File: config.mk
export PLATFORM = sky130hd
export DESIGN_NAME = uart_serial_port
export DESIGN_NICKNAME = d
export VERILOG_FILES = /design/src/rtl/uart_port_pkg.sv /design/src/rtl/uart_port_tx.sv /design/src/rtl/uart_port_rx.sv /design/src/rtl/uart_serial_port.sv
export SDC_FILE = /design/constraint.sdc
export NUM_CORES = 1
export LEC_CHECK = 0
export ABC_AREA = 1
export BUFFER_PORTS_ARGS = -buffer_cell sky130_fd_sc_hd__buf_4
export CAP_MARGIN = 40
export CORE_UTILIZATION = 52
export DETAILED_ROUTE_END_ITERATION = 10
export PLACE_DENSITY = 0.82
export SLEW_MARGIN = 0
export SYNTH_ARGS = -nofsm -noshare
export SYNTH_HDL_FRONTEND = slang
export SYNTH_SLANG_ARGS = --single-unit
File: constraint.sdc
create_clock -name clk -period 3.34 [get_ports clk]
set_input_delay 0.501 -clock clk [delete_from_list [all_inputs] [get_ports clk]]
set_output_delay 0.501 -clock clk [all_outputs]
set_load 0.01 [all_outputs]
File: src/rtl/uart_port_pkg.sv
package uart_port_pkg;

  // Frame mode held in control bits [7:6]
  typedef enum logic [1:0] {
    MODE_OFF     = 2'd0,
    MODE_10B     = 2'd1,
    MODE_11B_FIX = 2'd2,
    MODE_11B_VAR = 2'd3
  } port_mode_e;

  localparam int BYTE_W = 8;

endpackage

File: src/rtl/uart_port_tx.sv
module uart_port_tx
  import uart_port_pkg::*;
#(
  parameter int DATA_W = 8,
  parameter int OVS    = 16
) (
  input  logic              clk,
  input  logic              rst_n,
  input  logic              tick,
  input  logic              start,
  input  port_mode_e        mode,
  input  logic              bit8,
  input  logic [DATA_W-1:0] data,
  output logic              txd,
  output logic              set_ti
);

  localparam int FW = DATA_W + 3;
  localparam int IW = $clog2(FW);
  localparam int CW = $clog2(OVS);
  localparam logic [IW-1:0] LAST_LONG  = IW'(DATA_W + 2);
  localparam logic [IW-1:0] LAST_SHORT = IW'(DATA_W + 1);
  localparam logic [CW-1:0] CNT_END    = CW'(OVS - 1);

  logic          busy_q, long_q;
  logic [FW-1:0] frame_q;
  logic [IW-1:0] idx_q, last_idx;
  logic [CW-1:0] cnt_q;
  logic          bit_end;

  assign last_idx = long_q ? LAST_LONG : LAST_SHORT;
  assign bit_end  = busy_q && tick && (cnt_q == CNT_END);

  always_ff @(posedge clk or negedge rst_n) begin
    if (!rst_n) begin
      busy_q  <= 1'b0;
      long_q  <= 1'b0;
      frame_q <= '1;
      idx_q   <= '0;
      cnt_q   <= '0;
    end else if (start && (mode != MODE_OFF)) begin
      busy_q  <= 1'b1;
      long_q  <= (mode != MODE_10B);
      idx_q   <= '0;
      cnt_q   <= '0;
      frame_q <= {1'b1, (mode == MODE_10B) ? 1'b1 : bit8, data, 1'b0};
    end else if (busy_q && tick) begin
      if (cnt_q == CNT_END) begin
        cnt_q <= '0;
        if (idx_q == last_idx) busy_q <= 1'b0;
        else                   idx_q  <= idx_q + 1'b1;
      end else begin
        cnt_q <= cnt_q + 1'b1;
      end
    end
  end

  // flag rises as the stop bit begins
  assign set_ti = bit_end && (idx_q == last_idx - 1'b1);
  assign txd    = busy_q ? frame_q[idx_q] : 1'b1;

  assert_tx_start_low_R7: assert property (@(posedge clk) disable iff (!rst_n)
    (start && mode != MODE_OFF) |=> !txd);

  assert_ti_at_stop_R7: assert property (@(posedge clk) disable iff (!rst_n)
    set_ti |=> (busy_q && txd));

  assert_off_mode_idle_R3: assert property (@(posedge clk) disable iff (!rst_n)
    (start && mode == MODE_OFF && !busy_q) |=> (!busy_q && txd));

endmodule

File: src/rtl/uart_port_rx.sv
module uart_port_rx
  import uart_port_pkg::*;
#(
  parameter int DATA_W = 8,
  parameter int OVS    = 16
) (
  input  logic              clk,
  input  logic              rst_n,
  input  logic              tick,
  input  logic              rx_en,
  input  port_mode_e        mode,
  input  logic              mp_en,
  input  logic              ri_flag,
  input  logic              rxd,
  output logic              deliver,
  output logic [DATA_W-1:0] rx_data,
  output logic              rx_bit8
);

  localparam int FW = DATA_W + 3;
  localparam int IW = $clog2(FW);
  localparam int CW = $clog2(OVS);
  localparam logic [CW-1:0] SMP_A   = CW'(OVS/2 - 1);
  localparam logic [CW-1:0] SMP_B   = CW'(OVS/2);
  localparam logic [CW-1:0] SMP_C   = CW'(OVS/2 + 1);
  localparam logic [CW-1:0] CNT_END = CW'(OVS - 1);
  localparam logic [IW-1:0] LAST_LONG  = IW'(DATA_W + 2);
  localparam logic [IW-1:0] LAST_SHORT = IW'(DATA_W + 1);
  localparam logic [IW-1:0] IDX_B8     = IW'(DATA_W + 1);
  localparam logic [IW-1:0] IDX_DMAX   = IW'(DATA_W);

  typedef enum logic {RX_IDLE, RX_RUN} rx_state_e;

  rx_state_e         st_q;
  logic              meta_q, sync_q;
  logic              s_a_q, s_b_q;
  logic [CW-1:0]     cnt_q;
  logic [IW-1:0]     idx_q, last_idx;
  logic [DATA_W-1:0] shreg_q;
  logic              b8_q, long_q;
  logic              vote, vote_tick, is_data, is_b8, accept;

  assign vote      = (s_a_q & s_b_q) | (s_a_q & sync_q) | (s_b_q & sync_q);
  assign vote_tick = (st_q == RX_RUN) && tick && (cnt_q == SMP_C);
  assign last_idx  = long_q ? LAST_LONG : LAST_SHORT;
  assign is_data   = (idx_q != '0) && (idx_q <= IDX_DMAX);
  assign is_b8     = long_q && (idx_q == IDX_B8);
  assign accept    = !mp_en || (long_q ? b8_q : vote);

  always_ff @(posedge clk or negedge rst_n) begin
    if (!rst_n) begin
      meta_q <= 1'b1;
      sync_q <= 1'b1;
    end else begin
      meta_q <= rxd;
      sync_q <= meta_q;
    end
  end

  always_ff @(posedge clk or negedge rst_n) begin
    if (!rst_n) begin
      st_q    <= RX_IDLE;
      cnt_q   <= '0;
      idx_q   <= '0;
      s_a_q   <= 1'b1;
      s_b_q   <= 1'b1;
      shreg_q <= '0;
      b8_q    <= 1'b0;
      long_q  <= 1'b0;
    end else if (!rx_en || mode == MODE_OFF) begin
      st_q  <= RX_IDLE;
      cnt_q <= '0;
      idx_q <= '0;
    end else if (tick) begin
      if (st_q == RX_IDLE) begin
        if (!sync_q) begin
          st_q   <= RX_RUN;
          cnt_q  <= CW'(1);
          idx_q  <= '0;
          long_q <= (mode != MODE_10B);
        end
      end else begin
        if (cnt_q == SMP_A) s_a_q <= sync_q;
        if (cnt_q == SMP_B) s_b_q <= sync_q;
        if (cnt_q == SMP_C) begin
          if (is_data) shreg_q <= {vote, shreg_q[DATA_W-1:1]};
          if (is_b8)   b8_q    <= vote;
        end
        if ((cnt_q == SMP_C) && (idx_q == '0) && vote) begin
          st_q  <= RX_IDLE;
          cnt_q <= '0;
        end else if (cnt_q == CNT_END) begin
          cnt_q <= '0;
          if (idx_q == last_idx) st_q  <= RX_IDLE;
          else                   idx_q <= idx_q + 1'b1;
        end else begin
          cnt_q <= cnt_q + 1'b1;
        end
      end
    end
  end

  assign deliver = vote_tick && (idx_q == last_idx) && !ri_flag && accept;
  assign rx_data = shreg_q;
  assign rx_bit8 = long_q ? b8_q : vote;

  assert_false_start_drop_R2: assert property (@(posedge clk) disable iff (!rst_n)
    (vote_tick && idx_q == '0 && vote) |=> (st_q == RX_IDLE));

  assert_disabled_idle_R9: assert property (@(posedge clk) disable iff (!rst_n)
    !rx_en |=> (st_q == RX_IDLE));

endmodule

File: src/rtl/uart_serial_port.sv
module uart_serial_port
  import uart_port_pkg::*;
#(
  parameter int OVS = 16
) (
  input  logic              clk,
  input  logic              rst_n,
  input  logic              tick_var,
  input  logic              tick_fix,
  input  logic              rxd,
  input  logic              bus_sel,
  input  logic              bus_wr,
  input  logic [BYTE_W-1:0] bus_wdata,
  output logic [BYTE_W-1:0] bus_rdata,
  output logic              txd,
  output logic              irq
);

  port_mode_e        mode_q;
  logic              mp_q, ren_q, tb8_q, rb8_q, ti_q, ri_q;
  logic [BYTE_W-1:0] rx_buf_q;
  logic              tick_sel, ctrl_wr, data_wr;
  logic              tx_set_ti, rx_deliver, rx_bit8;
  logic [BYTE_W-1:0] rx_data;

  assign tick_sel = (mode_q == MODE_11B_FIX) ? tick_fix : tick_var;
  assign ctrl_wr  = bus_wr && !bus_sel;
  assign data_wr  = bus_wr && bus_sel;

  uart_port_tx #(.DATA_W(BYTE_W), .OVS(OVS)) u_tx (
    .clk    (clk),
    .rst_n  (rst_n),
    .tick   (tick_sel),
    .start  (data_wr),
    .mode   (mode_q),
    .bit8   (tb8_q),
    .data   (bus_wdata),
    .txd    (txd),
    .set_ti (tx_set_ti)
  );

  uart_port_rx #(.DATA_W(BYTE_W), .OVS(OVS)) u_rx (
    .clk     (clk),
    .rst_n   (rst_n),
    .tick    (tick_sel),
    .rx_en   (ren_q),
    .mode    (mode_q),
    .mp_en   (mp_q),
    .ri_flag (ri_q),
    .rxd     (rxd),
    .deliver (rx_deliver),
    .rx_data (rx_data),
    .rx_bit8 (rx_bit8)
  );

  // software writes first, hardware set events override in the same cycle
  always_ff @(posedge clk or negedge rst_n) begin
    if (!rst_n) begin
      mode_q   <= MODE_OFF;
      mp_q     <= 1'b0;
      ren_q    <= 1'b0;
      tb8_q    <= 1'b0;
      rb8_q    <= 1'b0;
      ti_q     <= 1'b0;
      ri_q     <= 1'b0;
      rx_buf_q <= '0;
    end else begin
      if (ctrl_wr) begin
        mode_q <= port_mode_e'(bus_wdata[7:6]);
        mp_q   <= bus_wdata[5];
        ren_q  <= bus_wdata[4];
        tb8_q  <= bus_wdata[3];
        rb8_q  <= bus_wdata[2];
        ti_q   <= bus_wdata[1];
        ri_q   <= bus_wdata[0];
      end
      if (tx_set_ti) ti_q <= 1'b1;
      if (rx_deliver) begin
        ri_q     <= 1'b1;
        rb8_q    <= rx_bit8;
        rx_buf_q <= rx_data;
      end
    end
  end

  assign bus_rdata = bus_sel ? rx_buf_q
                             : {mode_q, mp_q, ren_q, tb8_q, rb8_q, ti_q, ri_q};
  assign irq = ti_q | ri_q;

  assert_load_sets_flag_R4: assert property (@(posedge clk) disable iff (!rst_n)
    rx_deliver |=> (ri_q && rx_buf_q == $past(rx_data)));

  assert_overrun_hold_R5: assert property (@(posedge clk) disable iff (!rst_n)
    (ri_q && !ctrl_wr) |=> ($stable(rx_buf_q) && $stable(rb8_q) && ri_q));

endmodule

==> metrics.md <==
| Metric | Value |
|---|---|
| Status | `complete, no violations` |
| First drt pass iteration count | `5` |
| Met2 wire length | `between 3 and 4 mm` |
| Final worst path period share | `0.620` |
| Worst setup EP type | `output pin` |
| Largest net degree at the start of global routing | `60` |
| Overall Global Routing Usage | `0.233` |
| Initial antenna violation count | `0` |
| Clock sink count | `roughly 60` |
| Via count of the first global-routing pass | `between 2k and 3k` |
| Max-slew headroom | `0.523` |
| Post-Route WL | `6.80 mm` |
| Die ar. | `approximately 6700 sq um` |
| Final worst setup slack | `about 1.3 ns` |
| CTS H-tree depth | `3` |
| Top post-synthesis cells by area | `dfrtp_1 (34%), nand2_1 (15%), dfstp_2 (11%)` |
| CTS tree | `yes` |
| Actual slew at the worst max-slew pin | `between 0.7 and 0.8 ns` |
| RePlAce Congestion | `0.896` |
| Worst Path Buf+Inv | `2` |
| Top cell type's share of synthesized area | `0.340` |
| Max cap viols | `0` |
| Max-slew violations | `0` |
| Sequential-to-total area share from yosys stat | `0.451` |
| Critical Path AT | `approximately 1.6 ns` |
| Most frequent CP cell | `nand3_1` |
| Nets | `472` |
| Avg Cell Area, Syn | `roughly 7.8 sq um` |
| Via/cell ratio | `5.23` |
| Min Hold Slack | `0.201 ns` |
| Root Buffer | `clkbuf_8` |
| Core area | `6030 sq um` |
| Reg2Reg Launch Point | `u_rx.idx_q[0]` |
| Synth Cell Area | `approximately 3300 sq um` |
| Final instance area | `approximately 3700 sq um` |
| Clock Path Buffers | `2` |
| Cell family with most CP delay | `flip-flops` |
| DRC viols | `0` |
| Post-Synthesis Cells | `~420` |
| Setup bufs post-CTS | `0` |
| Max layer used | `met4` |
| PwrDens | `approximately 500 nW/um^2` |
| P&R area growth vs syn | `13.0%` |
| First DRT Iteration DRCs | `~150` |
| Fin util | `0.620` |
| Initial Util | `0.549` |
| Die Span Y | `around 80 um` |
| PortBufs | `24` |
| Cts repair resizes | `0` |
| Fillcell total | `510` |
| I/O pin count | `25` |
| Final setup vio count | `0` |
| Worst Path Class, Setup | `flip-flop to output pin` |
| Yosys cell types | `33` |
| Layout Skew | `about 0.0069 ns` |
| Min-Delay Path Class | `input pin to asynchronous set/reset pin` |
| Critical Path Fanout Max | `9` |
| Vias | `approximately 2.8k` |
| Area leader, netlist | `dfrtp_1` |
| Cell breakdown of the critical path | `inv_2 > o21ai_0 > nand3_1 > nand3_1 > nand2_1 > buf_4` |
| CP max stage cell | `dfrtp_1` |
| Hold Buf Count CTS | `0` |
| Ys Warns | `0` |
| Min cycle time layout | `between 2 and 2.5 ns` |
| M1 WL | `~3.2 mm` |
| Syn_nets | `about 450` |
| First-pass GRT wire length | `around 12 mm` |
| Setup TNS | `0 ns` |
| Worst-Skew Late Latency | `0.34 ns` |
| Register bit count reported by yosys | `around 60` |
| RSZ-0062 raised after global routing | `false` |
| Top achievable clock speed | `between 400 and 500 MHz` |
| Worst vdd ir | `0.405 mV` |
| Antenna viol nets, final | `0` |
| N_diodes | `0` |
| Commonest cells after routing, fill and taps aside | `nand2_1 (134), nand3_1 (50), dfrtp_1 (45)` |
| DP HPWL | `roughly 5 mm` |
| Pre-CTS setup slack | `1.63 ns` |
| Number of hold violations in the final report | `0` |
| Row count | `28` |
| Placed Area | `3530 sq um` |
| Leading cell type in the layout, fill and taps excluded | `nand2_1` |
| CTS buffer count | `9` |
| Routed wl met3 | `roughly 300 um` |
| Critical Path Source | `u_tx.idx_q[0]` |
| Die extent in x | `between 80 and 90 um` |
| Worst EP required | `about 2.8 ns` |
| Leakage power | `a little under 2 nW` |
| WL/cell | `between 10 and 15 um` |
| Layout cells sized above 1 | `0.203` |
| Clock slew at reported path FFs | `around 0.070 ns` |
| Slowest stage delay, CP | `between 0.4 and 0.5 ns` |
| Grt ovf | `0` |
| Crit path launch type | `flip-flop` |
cells by family after synthesis:
| family | share of synthesized area |
|---|---|
| flip-flops | 0.451 |
| adder cells (fa/ha/maj) | 0.0302 |
| AO/OA/AOI/OAI | 0.0756 |
| buffers and inverters | 0.0745 |
| XOR/XNOR | 0.00529 |
| AND/OR/NAND/NOR | 0.363 |
stage by stage:
stage,power [mW],cells
CTS,1.87,529
detailed placement,1.17,513
finish,1.86,529
floorplan,1.07,423
global route,1.96,529
global placement,1.16,513
state kept, by name, indices dropped and copies added, names as in the netlist, 2 cells and up:
register / flops
u_tx.frame_q: 10
rx_buf_q: 8
u_rx.rx_data: 8
u_rx.cnt_q: 4
u_rx.idx_q: 4
u_tx.cnt_q: 4
u_tx.idx_q: 4
mode_q: 2
metal layers:
| metal | GRT usage | up-vias |
|---|---|---|
| li1 | - | 1413 |
| met4 | 0.0895 | 0 |
| met2 | 0.369 | 59 |
| met3 | 0.0733 | 11 |
| met5 | 0 | - |
| met1 | 0.296 | 1285 |
where the power goes:
part | leakage (nW) | internal (mW) | switching [mW]
Combinational | 1.11 | 0.101 | 0.192
Clock | 0.103 | 0.418 | 0.283
Sequential | 0.739 | 0.805 | 0.0607
Total | 1.95 | 1.32 | 0.536
final cells by class:
class | count | area [sq um] | share of cell area
Clock buffer | 11 | 131 | 0.0351
Timing Repair Buffer | 24 | 180 | 0.0482
Sequential cell | 59 | 1490 | 0.400
Tap cell | 75 | 93.8 | 0.0251
Multi-Input combinational cell | 304 | 1570 | 0.420
Clock inverter | 5 | 77.6 | 0.0207
Inverter | 51 | 193 | 0.0515
cells in the mapped netlist:
cell type,number
nand2_1,134
nand3_1,50
dfrtp_1,45
inv_1,43
o21ai_0,25
nor2_1,24
dfstp_2,14
nand4_1,10
o21ai_1,9
ha_1,8
inv_2,7
nand2_2,7
nand3_2,6
a21oi_1,4
buf_2,4
nand2_4,4
nor2_2,4
nor2_4,4
clkbuf_1,3
nor2_8,2
o21ai_2,2
o22ai_1,2
xor2_1,2
a31oi_1,1
buf_4,1
buf_8,1
clkinv_2,1
nand3_4,1
nand3b_1,1
nor3_1,1
o211ai_1,1
o21ai_4,1
or2_2,1
worst reg2reg max path, stage by stage, from the launching register on:
cell and delay [ns]:
dfrtp_1 0.50, inv_1 0.08, ha_1 0.21, nand3_1 0.11, nand2_1 0.11, nor2_4 0.22
nand2_4 0.13, nand2_1 0.10, o21ai_2 0.05
path summary, 6_finish.rpt:
check	slack [ns]	depth (start not counted)	endpoint
worst max-delay path	1.27	6	txd
worst min-delay path	0.20	1	u_tx.idx_q[2]
worst max register to register	1.72	8	u_rx.rx_data[7]
worst min register to register	0.36	0	u_rx.sync_q
max in group asynchronous	2.65	1	u_rx.cnt_q[3]
min in group clk	0.27	1	u_rx.meta_q
Note: power is estimated with default switching activity, not from simulation.
